$ cat config.mk
export PLATFORM = sky130hd
export DESIGN_NAME = gpio_irq_router
export DESIGN_NICKNAME = d
export VERILOG_FILES = /design/src/rtl/gir_pkg.sv /design/src/rtl/gir_sel_reg.sv /design/src/rtl/gir_pair_route.sv /design/src/rtl/gpio_irq_router.sv
export SDC_FILE = /design/constraint.sdc
export NUM_CORES = 1
export LEC_CHECK = 0
export CAP_MARGIN = 5
export CELL_PAD_IN_SITES_DETAIL_PLACEMENT = 0
export CELL_PAD_IN_SITES_GLOBAL_PLACEMENT = 2
export CORE_MARGIN = 3
export CORE_UTILIZATION = 22
export CTS_CLUSTER_SIZE = 12
export DETAILED_ROUTE_END_ITERATION = 16
export MAX_ROUTING_LAYER = met4
export PLACE_DENSITY = 0.86
export SKIP_CTS_REPAIR_TIMING = 1
export SKIP_LAST_GASP = 1
export SLEW_MARGIN = 20
export SYNTH_ARGS = -nofsm -noshare
export SYNTH_HDL_FRONTEND = slang
export SYNTH_SLANG_ARGS = --single-unit
export TNS_END_PERCENT = 5
$ cat constraint.sdc
create_clock -name clk -period 2.52 [get_ports clk]
set_input_delay 0.756 -clock clk [delete_from_list [all_inputs] [get_ports clk]]
set_output_delay 0.756 -clock clk [all_outputs]
set_load 0.02 [all_outputs]
$ cat src/rtl/gir_pkg.sv
package gir_pkg;
  localparam int unsigned GIR_A_LINES  = 14;
  localparam int unsigned GIR_B_LINES  = 24;
  localparam int unsigned GIR_C_LINES  = 32;
  localparam int unsigned GIR_ADDR_W   = 8;
  localparam int unsigned GIR_SEL_OFFS = 'h54;

  // Which side of a contested pair owns the exclusive line
  typedef enum logic {
    OWNER_LOW  = 1'b0,
    OWNER_HIGH = 1'b1
  } owner_e;
endpackage

$ cat src/rtl/gir_sel_reg.sv
module gir_sel_reg #(
  parameter int unsigned W      = 32,
  parameter int unsigned ADDR_W = 8,
  parameter int unsigned OFFS   = 'h54
) (
  input  logic              clk,
  input  logic              rst,
  input  logic              wr_en,
  input  logic [ADDR_W-1:0] addr,
  input  logic [W-1:0]      wdata,
  output logic [W-1:0]      rdata,
  output logic [W-1:0]      sel
);
  localparam logic [ADDR_W-1:0] HIT_ADDR = ADDR_W'(OFFS);

  logic hit;
  assign hit = (addr == HIT_ADDR);

  always_ff @(posedge clk) begin
    if (rst) begin
      sel   <= '0;
      rdata <= '0;
    end else begin
      if (wr_en && hit) sel <= wdata;
      rdata <= hit ? sel : '0;
    end
  end

  // a write at the selection offset lands one edge later
  p_load_r2: assert property (@(posedge clk) disable iff (rst)
    $past(wr_en && hit && !rst) |-> (sel == $past(wdata)));

  // writes elsewhere leave the selection untouched
  p_ignore_r7: assert property (@(posedge clk) disable iff (rst)
    (wr_en && !hit) |=> $stable(sel));

  // reads elsewhere return zero
  p_rd_zero_r7: assert property (@(posedge clk) disable iff (rst)
    $past(!hit && !rst) |-> (rdata == '0));
endmodule

$ cat src/rtl/gir_pair_route.sv
module gir_pair_route
  import gir_pkg::*;
(
  input  logic clk,
  input  logic rst,
  input  logic sel,
  input  logic low_irq,
  input  logic high_irq,
  output logic excl_o,
  output logic low_sh_o,
  output logic high_sh_o
);
  owner_e owner;
  assign owner = owner_e'(sel);

  always_comb begin
    excl_o    = 1'b0;
    low_sh_o  = 1'b0;
    high_sh_o = 1'b0;
    unique case (owner)
      OWNER_LOW: begin
        excl_o    = low_irq;
        high_sh_o = high_irq;
      end
      OWNER_HIGH: begin
        excl_o   = high_irq;
        low_sh_o = low_irq;
      end
      default: ;
    endcase
  end

  // an active low-side interrupt always reaches some output
  p_low_routed_r3: assert property (@(posedge clk) disable iff (rst)
    low_irq |-> (excl_o || low_sh_o));

  // an active high-side interrupt always reaches some output
  p_high_routed_r4: assert property (@(posedge clk) disable iff (rst)
    high_irq |-> (excl_o || high_sh_o));

  // at most one side of a pair is demoted to sharing
  p_one_demoted_r6: assert property (@(posedge clk) disable iff (rst)
    $onehot0({low_sh_o, high_sh_o}));
endmodule

$ cat src/rtl/gpio_irq_router.sv
module gpio_irq_router
  import gir_pkg::*;
#(
  parameter int unsigned A_LINES = GIR_A_LINES,
  parameter int unsigned B_LINES = GIR_B_LINES,
  parameter int unsigned C_LINES = GIR_C_LINES,
  parameter int unsigned ADDR_W  = GIR_ADDR_W,
  parameter int unsigned SEL_OFFS = GIR_SEL_OFFS,
  localparam int unsigned B_MUXED = C_LINES - A_LINES,
  localparam int unsigned B_FIXED = B_LINES - B_MUXED,
  localparam int unsigned EXCL_N  = C_LINES + B_FIXED
) (
  input  logic               clk,
  input  logic               rst,
  input  logic               wr_en,
  input  logic [ADDR_W-1:0]  addr,
  input  logic [C_LINES-1:0] wdata,
  output logic [C_LINES-1:0] rdata,
  input  logic [A_LINES-1:0] gpio_a_irq,
  input  logic [B_LINES-1:0] gpio_b_irq,
  input  logic [C_LINES-1:0] gpio_c_irq,
  output logic [EXCL_N-1:0]  excl_irq,
  output logic [2:0]         shared_irq
);
  logic [C_LINES-1:0] sel;
  logic [A_LINES-1:0] a_sh;
  logic [B_MUXED-1:0] b_sh;
  logic [C_LINES-1:0] c_sh;

  gir_sel_reg #(.W(C_LINES), .ADDR_W(ADDR_W), .OFFS(SEL_OFFS)) u_sel (
    .clk(clk), .rst(rst), .wr_en(wr_en), .addr(addr),
    .wdata(wdata), .rdata(rdata), .sel(sel)
  );

  for (genvar n = 0; n < C_LINES; n++) begin : g_pair
    logic low_in;
    logic low_sh;

    if (n < A_LINES) begin : g_from_a
      assign low_in  = gpio_a_irq[n];
      assign a_sh[n] = low_sh;
    end else begin : g_from_b
      assign low_in          = gpio_b_irq[n-A_LINES];
      assign b_sh[n-A_LINES] = low_sh;
    end

    gir_pair_route u_route (
      .clk(clk), .rst(rst), .sel(sel[n]),
      .low_irq(low_in), .high_irq(gpio_c_irq[n]),
      .excl_o(excl_irq[n]), .low_sh_o(low_sh), .high_sh_o(c_sh[n])
    );
  end

  for (genvar k = 0; k < B_FIXED; k++) begin : g_fixed
    assign excl_irq[C_LINES+k] = gpio_b_irq[B_MUXED+k];
  end

  assign shared_irq[0] = |a_sh;
  assign shared_irq[1] = |b_sh;
  assign shared_irq[2] = |c_sh;

  // with A and B owning every pair, their shared lines stay low
  p_ab_idle_r6: assert property (@(posedge clk) disable iff (rst)
    (sel == '0) |-> (shared_irq[1:0] == 2'b00));

  // with C owning every pair, its shared line stays low
  p_c_idle_r6: assert property (@(posedge clk) disable iff (rst)
    (&sel) |-> !shared_irq[2]);

  // the fixed B lines never depend on the register
  p_fixed_r5: assert property (@(posedge clk) disable iff (rst)
    $stable(gpio_b_irq) |-> $stable(excl_irq[EXCL_N-1:C_LINES]));
endmodule

; Word level (Yosys, flattened, before mapping)
; Cells that the tools add are included.
[word_totals]
reg_bits = 64
latchBits = 0
ram_bits = 0
mem_bits_ro = 0
inputBits = 113
out_inout_bits = 73
elab_cells = 137
memories = 0
[classes]
n_addsub = 0
n_mul = 0
div = 0
magnitude_cmp = 0
eq_ne = 1
n_shift = 0
muxes = 96
n_bitwise = 33
reduce_logical = 5
[ops]
columns = cell, count
row1 = 2-to-1 mux 1 bit, 64
row2 = one-hot mux 1 bit (2 select lines), 32
row3 = inverter 1 bit, 33
row4 = OR reduction 32 bit, 1
row5 = OR reduction 18 bit, 1
row6 = OR reduction 14 bit, 1
row7 = equality test 8 x 7 -> 1 bit (second input constant), 1
row8 = OR reduction 2 bit, 1
row9 = logical AND 1 bit, 1

; Logic depth before layout (Yosys ltp)
; Gate-level depths: netlist (run 1).
[depth]
word_depth = 3
depth_mapped = 6
depth_no_buf = 4

; Hierarchy
; A second synthesis (run 1) with hierarchy kept.
[hier_totals]
cells_unflattened = 334
hier_area_um2 = 3510.9
[modules_own_cells]
columns = mod, instances, cells_each, area_each_um2, seq_area_each_um2
row1 = gir_sel_reg, 1, 210, 2328.5, 1281.2
row2 = gir_pair_route, 32, 3, 31.3, 0.0
row3 = gpio_irq_router, 1, 28, 181.4, 0.0

; Worst setup path before layout (run 1)
; No wires, ideal clock.
[synth_path]
kind = in2out
from = input port gpio_b_irq[13]
to = output port shared_irq[1]
t_arrival_ns = 1.518
required_ns = 1.764
setup_slack_ns = 0.246
cell_stages = 4
path_buffers = 0
path_cell_list = a22o_1 a221oi_1 and3_1 nand4_1
[synth_via]
elab_chain_len = 2
[synth_rtl]
columns = element, line_no
row1 = from (decl), gpio_irq_router.sv:20  ; input logic [B_LINES-1:0] gpio_b_irq,
row2 = 2-to-1 mux 1 bit, gir_pair_route.sv:20  ; unique case (owner)
row3 = OR reduction 18 bit, gpio_irq_router.sv:59  ; assign shared_irq[1] = |b_sh;
row4 = to (decl), gpio_irq_router.sv:23  ; output logic [2:0] shared_irq
; No other way between the ends.

; Final worst setup path (run 1)
[layout_path]
from = input port gpio_c_irq[2]
to = output port excl_irq[2]
[layout_via]
elab_chain_len = 1
[layout_rtl]
columns = element, line_no
row1 = from (decl), gpio_irq_router.sv:21  ; input logic [C_LINES-1:0] gpio_c_irq,
row2 = one-hot mux 1 bit (2 select lines), gir_pair_route.sv:20
row3 = to (decl), gpio_irq_router.sv:22  ; output logic [EXCL_N-1:0] excl_irq,
; No other way between the ends.

==> qor.txt, run 1 <==
setup ws final - -0.286 ns
Worst Setup Path Type - in -> out
DRT iter0 DRCs - 96
Worst setup startpoint - gpio_c_irq[2]
drt first pass iters - 4
final hold violation count - 0
diode count - 0
worst clock skew - 0.00410 ns
Pleak - 2.32 nW
placed inst area - 0.00497 mm^2
crit path DAT - 2.05 ns
grt ovf - 0
Bufs on Longest Clock Path - 2
CTS clk-pin slew, worst paths - 0.06 ns
Core Util, Final - 38.8%
worst hold path type - reg -> reg
Yosys cell types - 24
R2R depth - 3
# DRC - 0
reg2reg start - u_sel.sel[15]
initial antenna violation count - 0
#FFs+latches synth - 64
CTS tree - built
CTS root buf - clkbuf_16
Die H - 126 um
largest net degree at the start of global routing - 33
share of cells above drive strength 1 - 22.5%
Slew headroom - 67.6%
status - finished with violations
maximum VDD drop - 262 uV
slowest stage delay, CP - 0.54 ns
Post-synth EDFFs - 0
Worst Hold Launch - u_sel.sel[11]
Main synth FF type - dfxtp_1
Detail Placement HPWL - 9310 um
Post-Syn Instances - 355
Pins Over Slew Limit - 0
# IOs - 186
Worst setup SP type - primary input
vias post-DR - 2977
Buf+Inv Stages, Crit Path - 2
vias per cell - 4.22
worst skew pair latency - 0.33 ns
syn nets - 468
Setup WS pre-CTS - -0.906 ns
area delta synth->final - 71.6%
Worst path depth - 3
critical path fanouts, max - 2
gr usage total - 15.1%
Routed Wire Length - 11700 um
# clock sinks - 64
crit-path leading delay family - buffers and inverters
GPL Wtd Cong - 0.896
nets - 633
Worst-Margin Slew - 0.485 ns
CP Cell Sequence - clkdlybuf4s50_1, mux2_2, clkdlybuf4s50_1
first-pass GRT wire length - 17900 um
Total Power - 2.61 mW
critical path required time - 1.76 ns
core footprint - 0.0139 mm^2
vias in the first global route - 3132
cell mode on critical path - clkdlybuf4s50_1
RSZ-0062 raised after global routing - yes
Mapped Avg Cell Area - 8.89 um^2
remaining antenna violation count - 0
port bufs - 173
Post-Syn Area - 0.00315 mm^2
# rows - 43
Setup Viol. Count Final - 30
Tcrit/Tclk final - 111%
Chip Width - 126 um
failing checks - setup timing
final instance area - 0.00541 mm^2
crit path capture type - primary output
Async S/R FF share, synth - 0%
Synth Warn # - 0
DR WL/cell - 16.6 um
hold depth - 2
H-tree depth - 3
initial core utilization - 22.6%
sequential share of the synthesized area - 40.6%
Die ar. - 0.0158 mm^2
P per Cell Area - 482 mW/mm^2
CTS buffer count - 9
fin crit period - 2.81 ns
Max-cap violations - 0
CP max stage cell - clkdlybuf4s50_1
FMAX - 356 MHz
where the power goes:
group	switching [mW]	leakage [nW]	internal [mW]	total, mW
sequential	0.000791	0.515	1.01	1.01
combinational	0.131	1.66	0.224	0.355
clock	0.472	0.150	0.766	1.24
per-layer routing:
| layer | global-route usage, % | wire length [um] |
|---|---|---|
| met1 | 18.1 | 4950 |
| met2 | 24.8 | 5670 |
| met3 | 4.62 | 904 |
| met4 | 3.97 | 144 |
| met5 | - | 0 |
cell usage after synthesis, types with 2 or more instances:
cell type  instances  area (um^2)
mux2_2            32          360
nor4_1             4         25.0
a21oi_1           14         70.1
nand4_1            3         18.8
a22o_1             4         35.0
clkbuf_1           6         22.5
buf_4             38          285
a22oi_1            7         52.6
and2_1            32          200
clkbuf_2           3         15.0
nand2_1           66          248
and3_1             2         12.5
buf_8              3         45.0
dfxtp_1           64         1280
o22ai_1           16          100
inv_1             32          120
a21oi_2           18          158
a221oi_1           5         43.8
stage by stage:
step	TNS (ns)	hold slack, ns	instances
finish	-6.14	0.509	705
global placement	-11.12	0.495	689
global route	-7.36	0.539	705
floorplan	0	0.474	355
detailed placement	-11.16	0.504	689
CTS	-11.38	0.511	705
layout make-up:
cell class	instances	area, um^2
fill	1413	8520
timing repair buffer	206	2050
multi-input combinational	207	1440
sequential	64	1280
clock buffer	9	225
tap	180	225
inverter	32	120
clock inverter	7	71.3
layout by cell type, fill, tap and decap left out, types with 4 or more instances in the layout:
master,count
mux2_2,32
clkdlybuf4s50_1,139
nand2_1,66
and2_1,32
a21oi_1,14
inv_1,31
a22oi_1,7
clkbuf_16,9
dlymetal6s2s_1,30
a21oi_2,18
o22ai_2,4
o22ai_1,12
a221oi_2,4
dfxtp_1,64
a22o_1,4
buf_4,34
registers in the layout, summed over array words and instances (netlist names):
signal and count:
u_sel.rdata 32, u_sel.sel 32
kinds of logic after synthesis:
logic type / after synthesis / synth area share (%)
simple gates: 111 / 17.4
compound gates: 64 / 14.6
buf+inv: 84 / 16.0
mux: 32 / 11.4
flops: 64 / 40.6
tightest hold or removal path, stage by stage, from the launching register on:
cell	delay, ns
dfxtp_1	0.34
nand2_1	0.07
a21oi_1	0.05
worst paths after layout:
kind / endpoint / slack (ns)
worst max-delay path: excl_irq[2] / -0.29
worst max register to register: u_sel.sel[15] / 1.68
worst min register to register: u_sel.sel[11] / 0.51
worst min-delay path: u_sel.sel[11] / 0.51
No activity file was read; power rests on OpenSTA's default activity.
==> run 2: changes to the inputs <==
--- a/config.mk
+++ b/config.mk
@@ -10,9 +10,8 @@
 export CELL_PAD_IN_SITES_GLOBAL_PLACEMENT = 2
 export CORE_MARGIN = 3
 export CORE_UTILIZATION = 22
-export CTS_CLUSTER_SIZE = 12
+export CTS_CLUSTER_SIZE = 25
 export DETAILED_ROUTE_END_ITERATION = 16
-export MAX_ROUTING_LAYER = met4
 export PLACE_DENSITY = 0.86
 export SKIP_CTS_REPAIR_TIMING = 1
 export SKIP_LAST_GASP = 1
==> run 2 against run 1 <==
- the flow still finishes with violations (setup timing)
- non-clock buffer count is the same
- cell count is the same
- die area is the same
- register-to-register slack is essentially flat
- first-iteration DRC count increased by 59%
- clock power is 6% lower
- via count about the same
- clock-buffer cell count up 1
- clock skew down 0.00084 ns
- global-route usage shrank 0.70 points
- sequential cell count is the same
- wire length up 0.65%
- critical path type unchanged
==> qor.txt, run 2 (synthesis gave the netlist of run 1 again) <==
crit path capture type - primary output
# rows - 43
Detail Placement HPWL - 9350 um
fin crit period - 2.81 ns
# DRC - 0
gr usage total - 14.4%
Tcrit/Tclk final - 111%
Die ar. - 0.0158 mm^2
setup_tns - -6.71 ns
worst skew pair latency - 0.32 ns
Worst setup SP type - primary input
vias post-DR - 2975
nets - 633
worst hold path type - reg -> reg
final hold violation count - 0
# IOs - 186
Core Util, Final - 38.6%
maximum VDD drop - 243 uV
DRT iter0 DRCs - 153
FILL cells - 1425
Pleak - 2.26 nW
failing checks - setup timing
Max-cap violations - 0
critical path fanouts, max - 2
CTS root buf - clkbuf_16
largest net degree at the start of global routing - 33
port bufs - 173
grt ovf - 0
Worst Setup Path Type - in -> out
Chip Width - 126 um
CTS clk-pin slew, worst paths - 0.06 ns
largest registers - u_sel.rdata (32), u_sel.sel (32)
diode count - 0
crit path DAT - 2.05 ns
DR WL/cell - 16.7 um
critical path required time - 1.76 ns
Worst-Margin Slew - 0.498 ns
CTS buffer count - 9
GPL Wtd Cong - 0.881
remaining antenna violation count - 0
# clock sinks - 64
vias in the first global route - 3048
drt first pass iters - 4
commonest non-fill, non-tap cell in the layout - clkdlybuf4s50_1
worst hold slack - 0.517 ns
CTS tree - built
share of cells above drive strength 1 - 22.5%
first-pass GRT wire length - 17600 um
Routed Wire Length - 11700 um
dpl cells - 689
status - finished with violations
initial antenna violation count - 0
Slew headroom - 66.8%
vias per cell - 4.22
RSZ-0062 raised after global routing - yes
worst clock skew - 0.00327 ns
area delta synth->final - 70.7%
setup ws final - -0.286 ns
P per Cell Area - 471 mW/mm^2
core footprint - 0.0139 mm^2
Die H - 126 um
Setup Viol. Count Final - 31
Pins Over Slew Limit - 0
Cell Count, Final, Fillers Out - 705
H-tree depth - 3
FMAX - 356 MHz
most frequent cells in the layout - clkdlybuf4s50_1, nand2_1, dfxtp_1, buf_4
Bufs on Longest Clock Path - 2
initial core utilization - 22.6%
-- run 2: layout make-up --
class | count | area, um^2 | share of cell area, %
Clock inverter | 6 | 43.8 | 0.813
Sequential cell | 64 | 1280 | 23.8
Timing Repair Buffer | 206 | 2040 | 37.9
Multi-Input combinational cell | 207 | 1430 | 26.6
Inverter | 32 | 120 | 2.23
Tap cell | 180 | 225 | 4.18
Clock buffer | 10 | 239 | 4.44
-- run 2: per-stage QoR --
stage | setup slack, ns | area, um^2 | power [mW]
after floorplan | 0.246 | 3150 | 1.18
after detailed placement | -0.846 | 4970 | 1.39
after global placement | -0.885 | 4970 | 1.39
after CTS | -0.848 | 5260 | 2.58
final | -0.286 | 5380 | 2.54
after global routing | -0.331 | 5380 | 2.64
-- run 2: path summary, 6_finish.rpt --
kind | startpoint | endpoint | slack (ns) | cells after the start
worst max-delay path | gpio_c_irq[7] | excl_irq[7] | -0.29 | 3
worst max register to register | u_sel.sel[15] | u_sel.sel[15] | 1.68 | 3
worst min register to register | u_sel.sel[13] | u_sel.sel[13] | 0.52 | 2
worst min-delay path | u_sel.sel[13] | u_sel.sel[13] | 0.52 | 2
-- run 2: layer usage --
metal	wire (um)	up-vias	track usage, %	share of wire, %
li1	-	1475	-	-
met1	5000	1364	17.2	43
met5	0	-	0	0
met4	123	0	3.09	1.0
met3	954	12	4.96	8.1
met2	5670	124	25.1	48
-- run 2: where the power goes --
part / internal (mW) / total, mW / switching (mW)
Combinational: 0.224 / 0.356 / 0.131
Sequential: 1.01 / 1.01 / 0.000784
Clock: 0.693 / 1.17 / 0.475
Total: 1.93 / 2.54 / 0.607
-- run 2: worst max-delay path, stage by stage --
cell             delay [ns]
clkdlybuf4s50_1        0.46
mux2_2                 0.29
clkdlybuf4s50_1        0.54
==> run 3: changes to the inputs <==
--- a/config.mk
+++ b/config.mk
@@ -8,7 +8,7 @@
 export CAP_MARGIN = 5
 export CELL_PAD_IN_SITES_DETAIL_PLACEMENT = 0
 export CELL_PAD_IN_SITES_GLOBAL_PLACEMENT = 2
-export CORE_MARGIN = 3
+export CORE_MARGIN = 1.5
 export CORE_UTILIZATION = 22
 export CTS_CLUSTER_SIZE = 25
 export DETAILED_ROUTE_END_ITERATION = 16
==> run 3 against run 2 <==
- the run still ends with setup timing left
- cell count stayed put
- wire length shrank 0.63%
- sequential share of layout area is 0.31 points lower
- global-route usage rose by 1.3 points
- largest cell class unchanged
==> qor.txt, run 3 (synthesis gave the netlist of run 1 again) <==
grt ovf - 0
critical path fanouts, max - 2
slowest stage delay, CP - 0.54 ns
largest registers - u_sel.rdata (32), u_sel.sel (32)
drt first pass iters - 4
Pleak - 2.28 nW
worst hold slack - 0.513 ns
P_int - 2.33 mW
Pins Over Slew Limit - 0
largest net degree at the start of global routing - 33
logic gate share of total power - 12.2%
H-tree depth - 3
Core Util, Final - 39.1%
CTS tree - built
Routed Wire Length - 11700 um
DRT iter0 DRCs - 96
switching pwr - 0.595 mW
Die ar. - 0.0151 mm^2
dpl cells - 689
Slew headroom - 66.7%
final hold violation count - 0
cell mode on critical path - clkdlybuf4s50_1
maximum VDD drop - 323 uV
CTS clk-pin slew, worst paths - 0.05 ns
Setup Viol. Count Final - 32
commonest non-fill, non-tap cell in the layout - clkdlybuf4s50_1
status - finished with violations
register share of total power - 34.7%
Worst setup SP type - primary input
P per Cell Area - 536 mW/mm^2
Global Route met1 Usage - 18.2%
Worst-Margin Slew - 0.499 ns
most frequent cells in the layout - clkdlybuf4s50_1, nand2_1, dfxtp_1, buf_4
switching share of power - 20.3%
Reg area - 0.00128 mm^2
Setup WS pre-CTS - -0.881 ns
share of cells above drive strength 1 - 21.9%
FMAX - 355 MHz
DR WL/cell - 16.6 um
Buf+Inv Stages, Crit Path - 2
CTS root buf - clkbuf_16
FILL cells - 1350
area taken by multi-input logic gates - 0.00143 mm^2
Bufs on Longest Clock Path - 2
routing usage on met3 - 6.09%
vias post-DR - 3008
RSZ-0062 raised after global routing - yes
CP Cell Sequence - clkdlybuf4s50_1, mux2_2, clkdlybuf4s50_1
CTS buffer count - 9
core footprint - 0.0139 mm^2
Max-cap violations - 0
initial antenna violation count - 1
port bufs - 173
# rows - 43
layer with the highest usage - met2
Worst Setup Path Type - in -> out
diode count - 0
critical path required time - 1.76 ns
vias per cell - 4.27
worst skew pair latency - 0.33 ns
crit path DAT - 2.06 ns
fin crit period - 2.82 ns
# clock sinks - 64
# DRC - 0
Chip Width - 123 um
Cell Count, Final, Fillers Out - 705
initial core utilization - 22.6%
Die H - 123 um
worst hold path type - reg -> reg
setup ws final - -0.298 ns
CP max stage cell - clkdlybuf4s50_1
vias in the first global route - 3146
Total Power - 2.92 mW
first-pass GRT wire length - 17100 um
# IOs - 186
nets - 633
crit-path leading delay family - buffers and inverters
Tcrit/Tclk final - 112%
GPL Wtd Cong - 0.776
gr usage total - 15.7%
failing checks - setup timing
remaining antenna violation count - 0
GR Layer Usage met2 - 26.8%
area delta synth->final - 72.9%
Clk network pwr share - 53.1%
worst clock skew - 0.00346 ns
crit path capture type - primary output
Detail Placement HPWL - 9160 um
[run 3: routing by layer]
layer	up-vias	share of wire, %
li1	1483	-
met3	10	9.0
met4	2	0.81
met2	126	48
met1	1387	42
met5	-	0.10
[run 3: area by class of cell]
class	instances	share of cell area [%]
Clock buffer	10	4.38
Clock inverter	6	2.39
Inverter	32	2.20
Multi-Input combinational cell	207	26.2
Sequential cell	64	23.5
Tap cell	180	4.13
Timing Repair Buffer	206	37.3
[run 3: power by group through the flow]
stage | combinational [mW] | clock (mW) | sequential (mW)
after floorplan | 0.146 | 0 | 1.04
after global placement | 0.361 | 0 | 1.04
after detailed placement | 0.362 | 0 | 1.04
after CTS | 0.364 | 1.59 | 1.01
after global routing | 0.381 | 1.63 | 1.01
final | 0.358 | 1.55 | 1.01
[run 3: stage by stage]
step	TNS (ns)	instance area (um^2)
floorplan	0	3150
global placement	-11.30	4970
detailed placement	-11.25	4970
CTS	-11.46	5340
global route	-7.61	5450
finish	-6.48	5450
[run 3: worst reg2reg max path, cell delays in order, from the launching register on]
cell	delay, ns
dfxtp_1	0.40
buf_4	0.16
nand2_1	0.06
a21oi_2	0.13
[run 3: final timing paths]
kind                 start             to  slack (ns)  cells past startpoint
max          gpio_c_irq[7]    excl_irq[7]       -0.30                      3
min          u_sel.sel[13]  u_sel.sel[13]        0.51                      2
max reg2reg  u_sel.sel[24]  u_sel.sel[24]        1.70                      3
min reg2reg  u_sel.sel[13]  u_sel.sel[13]        0.51                      2
